===== src/rtl/tw_pkg.sv =====
package tw_pkg;
  localparam int BYTE_W = 8;
  localparam int WORD_W = 16;
  localparam int PTR_W  = 2;
  localparam int CNT_W  = 4;

  localparam logic [PTR_W-1:0] SEL_TEMP = 2'd0;
  localparam logic [PTR_W-1:0] SEL_CFG  = 2'd1;
  localparam logic [PTR_W-1:0] SEL_HYST = 2'd2;
  localparam logic [PTR_W-1:0] SEL_OLIM = 2'd3;

  typedef enum logic [3:0] {
    ST_IDLE, ST_ADDR, ST_AACK, ST_PTR, ST_PACK,
    ST_WDAT, ST_WACK, ST_RDAT, ST_RACK
  } tw_state_e;
endpackage


===== src/rtl/tw_sync.sv =====
module tw_sync #(
  parameter int W = 2,
  parameter int N = 2,
  parameter logic [W-1:0] RST_VAL = '1
) (
  input  logic         clk,
  input  logic         rst,
  input  logic [W-1:0] d_i,
  output logic [W-1:0] q_o,
  output logic [W-1:0] rise_o,
  output logic [W-1:0] fall_o
);
  logic [W-1:0] stage [N];
  logic [W-1:0] prev;

  always_ff @(posedge clk) begin
    if (rst) begin
      for (int i = 0; i < N; i++) stage[i] <= RST_VAL;
      prev <= RST_VAL;
    end else begin
      stage[0] <= d_i;
      for (int i = 1; i < N; i++) stage[i] <= stage[i-1];
      prev <= stage[N-1];
    end
  end

  assign q_o    = stage[N-1];
  assign rise_o = stage[N-1] & ~prev;
  assign fall_o = ~stage[N-1] & prev;
endmodule


===== src/rtl/tw_regfile.sv =====
module tw_regfile
  import tw_pkg::*;
#(
  parameter logic [BYTE_W-1:0] CFG_RST  = 8'h00,
  parameter logic [WORD_W-1:0] HYST_RST = 16'h4B00,
  parameter logic [WORD_W-1:0] OLIM_RST = 16'h5000
) (
  input  logic              clk,
  input  logic              rst,
  input  logic              we_i,
  input  logic [PTR_W-1:0]  sel_i,
  input  logic [WORD_W-1:0] wdata_i,
  input  logic [WORD_W-1:0] temp_i,
  output logic [WORD_W-1:0] rdata_o,
  output logic [BYTE_W-1:0] cfg_o,
  output logic [WORD_W-1:0] hyst_o,
  output logic [WORD_W-1:0] olim_o
);
  localparam int N_THR = 2;
  logic [WORD_W-1:0] thr [N_THR];

  always_ff @(posedge clk) begin
    if (rst) cfg_o <= CFG_RST;
    else if (we_i && sel_i == SEL_CFG) cfg_o <= wdata_i[WORD_W-1 -: BYTE_W];
  end

  for (genvar g = 0; g < N_THR; g++) begin : g_thr
    always_ff @(posedge clk) begin
      if (rst) thr[g] <= (g == 0) ? HYST_RST : OLIM_RST;
      else if (we_i && sel_i == PTR_W'(g + 2)) thr[g] <= wdata_i;
    end
  end

  assign hyst_o = thr[0];
  assign olim_o = thr[1];

  always_comb begin
    case (sel_i)
      SEL_TEMP: rdata_o = temp_i;
      SEL_CFG:  rdata_o = {cfg_o, {(WORD_W-BYTE_W){1'b0}}};
      SEL_HYST: rdata_o = thr[0];
      default:  rdata_o = thr[1];
    endcase
  end

  // a write strobe aimed at the temperature slot leaves every register as it was
  assert_temp_write_ignored_R7: assert property (@(posedge clk) disable iff (rst)
    (we_i && sel_i == SEL_TEMP) |=> ($stable(cfg_o) && $stable(hyst_o) && $stable(olim_o)));
endmodule


===== src/rtl/tw_ptr_slave.sv =====
module tw_ptr_slave
  import tw_pkg::*;
#(
  parameter logic [3:0]        ADDR_FIXED = 4'b1001,
  parameter int                SYNC_N     = 2,
  parameter logic [BYTE_W-1:0] CFG_RST    = 8'h00,
  parameter logic [WORD_W-1:0] HYST_RST   = 16'h4B00,
  parameter logic [WORD_W-1:0] OLIM_RST   = 16'h5000
) (
  input  logic              clk,
  input  logic              rst,
  input  logic              scl_i,
  input  logic              sda_i,
  input  logic [2:0]        strap_i,
  input  logic [WORD_W-1:0] temp_i,
  output logic              sda_oe_o,
  output logic [BYTE_W-1:0] cfg_o,
  output logic [WORD_W-1:0] hyst_o,
  output logic [WORD_W-1:0] olim_o
);
  logic [1:0] lines, rise, fall;
  tw_sync #(.W(2), .N(SYNC_N), .RST_VAL(2'b11)) u_sync (
    .clk(clk), .rst(rst), .d_i({scl_i, sda_i}),
    .q_o(lines), .rise_o(rise), .fall_o(fall));

  logic scl_s, sda_s, scl_rise, scl_fall, start, stop;
  assign scl_s    = lines[1];
  assign sda_s    = lines[0];
  assign scl_rise = rise[1];
  assign scl_fall = fall[1];
  assign start    = fall[0] & scl_s & ~scl_rise;
  assign stop     = rise[0] & scl_s & ~scl_rise;

  tw_state_e         state;
  logic [CNT_W-1:0]  bitc;
  logic [BYTE_W-1:0] shreg, tx, whi;
  logic [WORD_W-1:0] hold, rf_rdata, wdata;
  logic [PTR_W-1:0]  ptr;
  logic              rw, bidx, mack, we;

  logic byte_done, addr_hit, ptr_ok;
  logic [BYTE_W-1:0] next_rd;
  assign byte_done = scl_fall && (bitc == CNT_W'(BYTE_W));
  assign addr_hit  = (shreg[7:1] == {ADDR_FIXED, strap_i});
  assign ptr_ok    = (shreg[7:2] == '0);
  assign next_rd   = (ptr == SEL_CFG) ? hold[WORD_W-1 -: BYTE_W]
                   : (bidx ? hold[BYTE_W-1:0] : hold[WORD_W-1 -: BYTE_W]);
  assign we        = (state == ST_WDAT) && byte_done && (ptr == SEL_CFG || bidx);
  assign wdata     = (ptr == SEL_CFG) ? {shreg, {BYTE_W{1'b0}}} : {whi, shreg};

  tw_regfile #(.CFG_RST(CFG_RST), .HYST_RST(HYST_RST), .OLIM_RST(OLIM_RST)) u_rf (
    .clk(clk), .rst(rst), .we_i(we), .sel_i(ptr), .wdata_i(wdata),
    .temp_i(temp_i), .rdata_o(rf_rdata), .cfg_o(cfg_o), .hyst_o(hyst_o),
    .olim_o(olim_o));

  always_ff @(posedge clk) begin
    if (rst) begin
      state <= ST_IDLE; bitc <= '0; shreg <= '0; tx <= '0; whi <= '0;
      hold <= '0; ptr <= SEL_TEMP; rw <= 1'b0; bidx <= 1'b0; mack <= 1'b0;
      sda_oe_o <= 1'b0;
    end else if (start) begin
      state <= ST_ADDR; bitc <= '0; sda_oe_o <= 1'b0;
    end else if (stop) begin
      state <= ST_IDLE; sda_oe_o <= 1'b0;
    end else begin
      if (scl_rise) begin
        case (state)
          ST_ADDR, ST_PTR, ST_WDAT: begin
            shreg <= {shreg[BYTE_W-2:0], sda_s};
            bitc  <= bitc + CNT_W'(1);
          end
          ST_RDAT: bitc <= bitc + CNT_W'(1);
          ST_RACK: mack <= ~sda_s;
          default: ;
        endcase
      end
      if (scl_fall) begin
        case (state)
          ST_ADDR: if (byte_done) begin
            if (addr_hit) begin
              state <= ST_AACK; sda_oe_o <= 1'b1; rw <= shreg[0];
            end else state <= ST_IDLE;
          end
          ST_AACK: begin
            bitc <= '0;
            if (rw) begin
              hold <= rf_rdata; tx <= rf_rdata[WORD_W-1 -: BYTE_W];
              sda_oe_o <= ~rf_rdata[WORD_W-1]; bidx <= 1'b1; state <= ST_RDAT;
            end else begin
              sda_oe_o <= 1'b0; state <= ST_PTR;
            end
          end
          ST_PTR: if (byte_done) begin
            if (ptr_ok) begin
              ptr <= shreg[PTR_W-1:0]; sda_oe_o <= 1'b1; state <= ST_PACK;
            end else state <= ST_IDLE;
          end
          ST_PACK: begin
            sda_oe_o <= 1'b0; bitc <= '0; bidx <= 1'b0; state <= ST_WDAT;
          end
          ST_WDAT: if (byte_done) begin
            if (!bidx) whi <= shreg;
            sda_oe_o <= 1'b1; state <= ST_WACK;
          end
          ST_WACK: begin
            sda_oe_o <= 1'b0; bitc <= '0; bidx <= ~bidx; state <= ST_WDAT;
          end
          ST_RDAT: begin
            if (byte_done) begin
              sda_oe_o <= 1'b0; state <= ST_RACK;
            end else begin
              tx <= {tx[BYTE_W-2:0], 1'b0}; sda_oe_o <= ~tx[BYTE_W-2];
            end
          end
          ST_RACK: begin
            if (mack) begin
              bitc <= '0; tx <= next_rd; sda_oe_o <= ~next_rd[BYTE_W-1];
              bidx <= ~bidx; state <= ST_RDAT;
            end else begin
              sda_oe_o <= 1'b0; state <= ST_IDLE;
            end
          end
          default: ;
        endcase
      end
    end
  end

  // the address acknowledge phase is only ever reached with a matching address
  assert_addr_match_R2: assert property (@(posedge clk) disable iff (rst)
    (state == ST_AACK) |-> (shreg[7:1] == {ADDR_FIXED, strap_i}));
  // the pointer acknowledge phase only follows a byte with clear reserved bits
  assert_ptr_clean_R3: assert property (@(posedge clk) disable iff (rst)
    (state == ST_PACK) |-> (shreg[7:2] == '0));
  // a refused pointer byte leaves the stored pointer untouched
  assert_ptr_kept_R4: assert property (@(posedge clk) disable iff (rst)
    (state == ST_PTR && byte_done && !ptr_ok) |=> $stable(ptr));
  // any start puts the receiver back at the first address bit
  assert_restart_addr_R9: assert property (@(posedge clk) disable iff (rst)
    start |=> (state == ST_ADDR && bitc == '0));
  // the SDA driver moves only after an SCL fall, a start or a stop
  assert_oe_timing_R10: assert property (@(posedge clk) disable iff (rst)
    (sda_oe_o != $past(sda_oe_o)) |-> $past(scl_fall | start | stop));
  // a stop always leaves SDA released
  assert_stop_release_R10: assert property (@(posedge clk) disable iff (rst)
    stop |=> !sda_oe_o);
endmodule


===== config.mk =====
export PLATFORM = sky130hd
export DESIGN_NAME = tw_ptr_slave
export DESIGN_NICKNAME = d
export VERILOG_FILES = /design/src/rtl/tw_pkg.sv /design/src/rtl/tw_sync.sv /design/src/rtl/tw_regfile.sv /design/src/rtl/tw_ptr_slave.sv
export SDC_FILE = /design/constraint.sdc
export NUM_CORES = 1
export LEC_CHECK = 0
export ABC_AREA = 1
export BUFFER_PORTS_ARGS = -buffer_cell sky130_fd_sc_hd__buf_2
export CORE_MARGIN = 2
export CORE_UTILIZATION = 52
export CTS_CLUSTER_DIAMETER = 40
export DETAILED_ROUTE_END_ITERATION = 12
export GPL_ROUTABILITY_DRIVEN = 0
export PLACE_DENSITY = 0.78
export SLEW_MARGIN = 5
export SYNTH_ARGS = -nofsm -noshare
export SYNTH_HDL_FRONTEND = slang
export SYNTH_SLANG_ARGS = --single-unit

===== constraint.sdc =====
create_clock -name clk -period 2.7 [get_ports clk]
set_input_delay 0.54 -clock clk [delete_from_list [all_inputs] [get_ports clk]]
set_output_delay 0.54 -clock clk [all_outputs]
set_load 0.03 [all_outputs]

==> reports/results.tsv <==
metric	value	unit
status	completed	
Post-Synth Adder-Cell Area	0.526	%
post-route setup TNS	0	ns
Cells after Synth	617	
Clock Latency Late Sink	0.37	ns
DR vias	4426	
Clock Tree Root	clkbuf_8	
synthesized cell area	4750	um2
hold path start	scl_i	
#FFs+latches synth	99	
placed cell count	770	
Clock transition at path regs	0.10	ns
Syn Area/Cell	7.70	um2
asr flop ratio synth	0	%
Total Routing Usage GR	25.8	%
Buf/Inv on CP	4	
Initial DRT Pass Iterations	6	
startpoint types	register	
drt drc	0	
Final HPWL DP	9150	um
WHS	0.342	ns
Fmax achieved	419	MHz
Starting Density	54.0	%
clock skew	0.00670	ns
postcts setup bufs	0	
PD cells	533	nW/um2
CP delay by family, top	buffers and inverters	
number of I/O port buffers	63	
Critical R2R Launch	bitc[0]	
# hold bufs at CTS	0	
CP Class	reg2reg	
share of cells above drive strength 1	18.0	%
Die H	99.6	um
H-tree levels	3	
Die X	99.6	um
final period utilization	88.3	%
Tmin final	2.38	ns
hold path endpoint	u_sync.stage[0][1]	
cell mode on critical path	inv_1	
num rows	34	
core area	8810	um2
Synth warnings	0	
HP Class	in2reg	
post-route insts no fill	786	
die area	9920	um2
Synth Area in XOR/XNOR	0.553	%
initial antenna violation count	0	
synthesis-to-layout area growth	12.7	%
RSZ-0062 raised after global routing	false	
final setup vio count	0	
Max stage delay on crit path	0.34	ns
largest family of logic cells by synthesized area	simple AND/OR/NAND/NOR gates	
CTS buffer count	9	
Post-synth EDFFs	32	
CTS tree	yes	
vias in the first global route	4140	
hold depth	2	
Worst path slowest cell	dfxtp_1	
Avg Vias per Cell	5.63	
grt ovf	0	
final wirelength	12400	um
largest net degree at the start of global routing	50	
crit path max fanout	12	
post-synthesis sequential area ratio	48.4	%
worst reg-to-reg path cell count	9	
reg2reg end	u_rf.thr[1][7]	
compound-gate portion of the synthesized area	13.9	%
crit path DAT	2.46	ns
Wirelength per Cell	15.7	um
global-route wire length before repair	20300	um
commonest non-fill, non-tap cells in the layout	nand2_1 (137), nor2_1 (81), dfxtp_1 (67)	
antenna cell count	0	
Routed Antenna Nets	0	
CP endpoint kind	register	
IO Pins	64	
worst path required time	2.78	ns
Mapped Nets	642	
Longest Clk Path Bufs	2	
Yosys cell types	36	
max cap viols	0	
Slew Viols, Final	0	
clock sinks	99	
post-synthesis simple-gate area fraction	28.5	%
crit path cell chain	inv_1, ha_1, nand3_1, nor2_1, inv_2, nor3_4, inv_1, o21ai_2, buf_4	
multiplexer area fraction after synthesis	0	%
setup slack, reg-to-reg	0.32	ns
Synth Flop Type	dfxtp_1	
most common cell after layout, fill and taps aside	nand2_1	
IR Drop Worst-Case VDD	0.385	mV
Fin. Hold Viols	0	
initial DRC count	381	
Layout Nets	698	
leakage	2.22	nW
Rel. slew slack	61.9	%
Slew @ Worst Pin	0.569	ns
## state kept, by name (all words and copies together), names as in the netlist, 4 cells and up
name          flops
tx                7
u_rf.cfg_o        8
hold             16
shreg             8
whi               8
state             4
u_rf.thr         32
u_sync.stage      4
bitc              4
## routing by layer
| metal | vias to the layer above | global-route usage [%] | part of all wire, % |
|---|---|---|---|
| met2 | 241 | 40.1 | 46 |
| met1 | 2019 | 35.5 | 41 |
| li1 | 2129 | - | - |
| met3 | 37 | 4.22 | 9.1 |
| met5 | - | 0 | 0 |
| met4 | 0 | 11.6 | 3.7 |
## cell type report
cell class / instances / area (um2)
tap: 108 / 135
multi-input combinational: 426 / 2070
clock inverter: 5 / 68.8
timing repair buffer: 70 / 368
sequential: 99 / 2300
inverter: 67 / 251
fill: 774 / 3450
clock buffer: 11 / 163
## where the power goes
group          internal, W  total (W)  switching [W]  leakage, nW
sequential         0.00156    0.00158      0.0000204        0.828
clock             0.000560    0.00108       0.000520        0.125
combinational    0.0000591   0.000197       0.000138         1.26
total              0.00218    0.00286       0.000679         2.22
## what timing repair did
action / in CTS / in global routing
endpoints found under the hold margin: 0 / 0
setup endpoints to repair: 0 / 12
resized for setup: 0 / 1
## Yosys cell counts, drive strengths merged (2+ instances only)
cell | n | share of area (%)
nor3 | 26 | 4.3
edfxtp | 32 | 20
a21oi | 44 | 4.6
o22ai | 4 | 0.53
inv | 67 | 5.3
clkbuf | 11 | 0.89
dfxtp | 67 | 28
xor2 | 3 | 0.55
nand3 | 28 | 3.5
nor2 | 85 | 7.1
ha | 2 | 0.53
o211ai | 5 | 0.79
nand3b | 3 | 0.47
buf | 14 | 1.9
a211oi | 2 | 0.32
or2 | 8 | 1.1
nand4 | 7 | 0.92
o21ai | 65 | 6.8
nand2 | 138 | 11
## worst register-to-register path, stage by stage, from the launching register on
cell and delay [ns]:
dfxtp_1 0.34, inv_1 0.10, ha_1 0.16, nand3_1 0.07
nor2_1 0.27, inv_2 0.14, nor3_4 0.23, inv_1 0.21
o21ai_2 0.29, buf_4 0.27
## logic make-up after synthesis
logic type	Yosys count
buf+inv	92
compound gates	125
flops	99
simple gates	296
fa+ha+maj	2
xor+xnor	3
## how the worst max path moves through the flow
stage               startpoint              end  slack (ns)  cells past startpoint
floorplan              bitc[0]   u_rf.thr[1][0]        0.28                      8
global placement       bitc[0]   u_rf.thr[1][5]        0.35                      9
detailed placement     bitc[0]   u_rf.thr[1][6]        0.26                      9
CTS                    bitc[0]  u_rf.thr[1][10]        0.23                      9
global route           bitc[0]  u_rf.thr[1][11]        0.08                      9
finish                 bitc[0]   u_rf.thr[1][7]        0.32                      9
## through the flow
step / setup WS (ns) / power (W) / area (um2) / util (%)
floorplan: 0.284 / 0.00174 / 4750 / -
global placement: 0.349 / 0.00180 / 5120 / 58.2
detailed placement: 0.260 / 0.00181 / 5120 / 58.2
CTS: 0.228 / 0.00287 / 5350 / 60.8
global route: 0.0805 / 0.00294 / 5360 / 60.8
finish: 0.316 / 0.00286 / 5360 / 60.8
No activity file was read; power rests on OpenSTA's default activity.
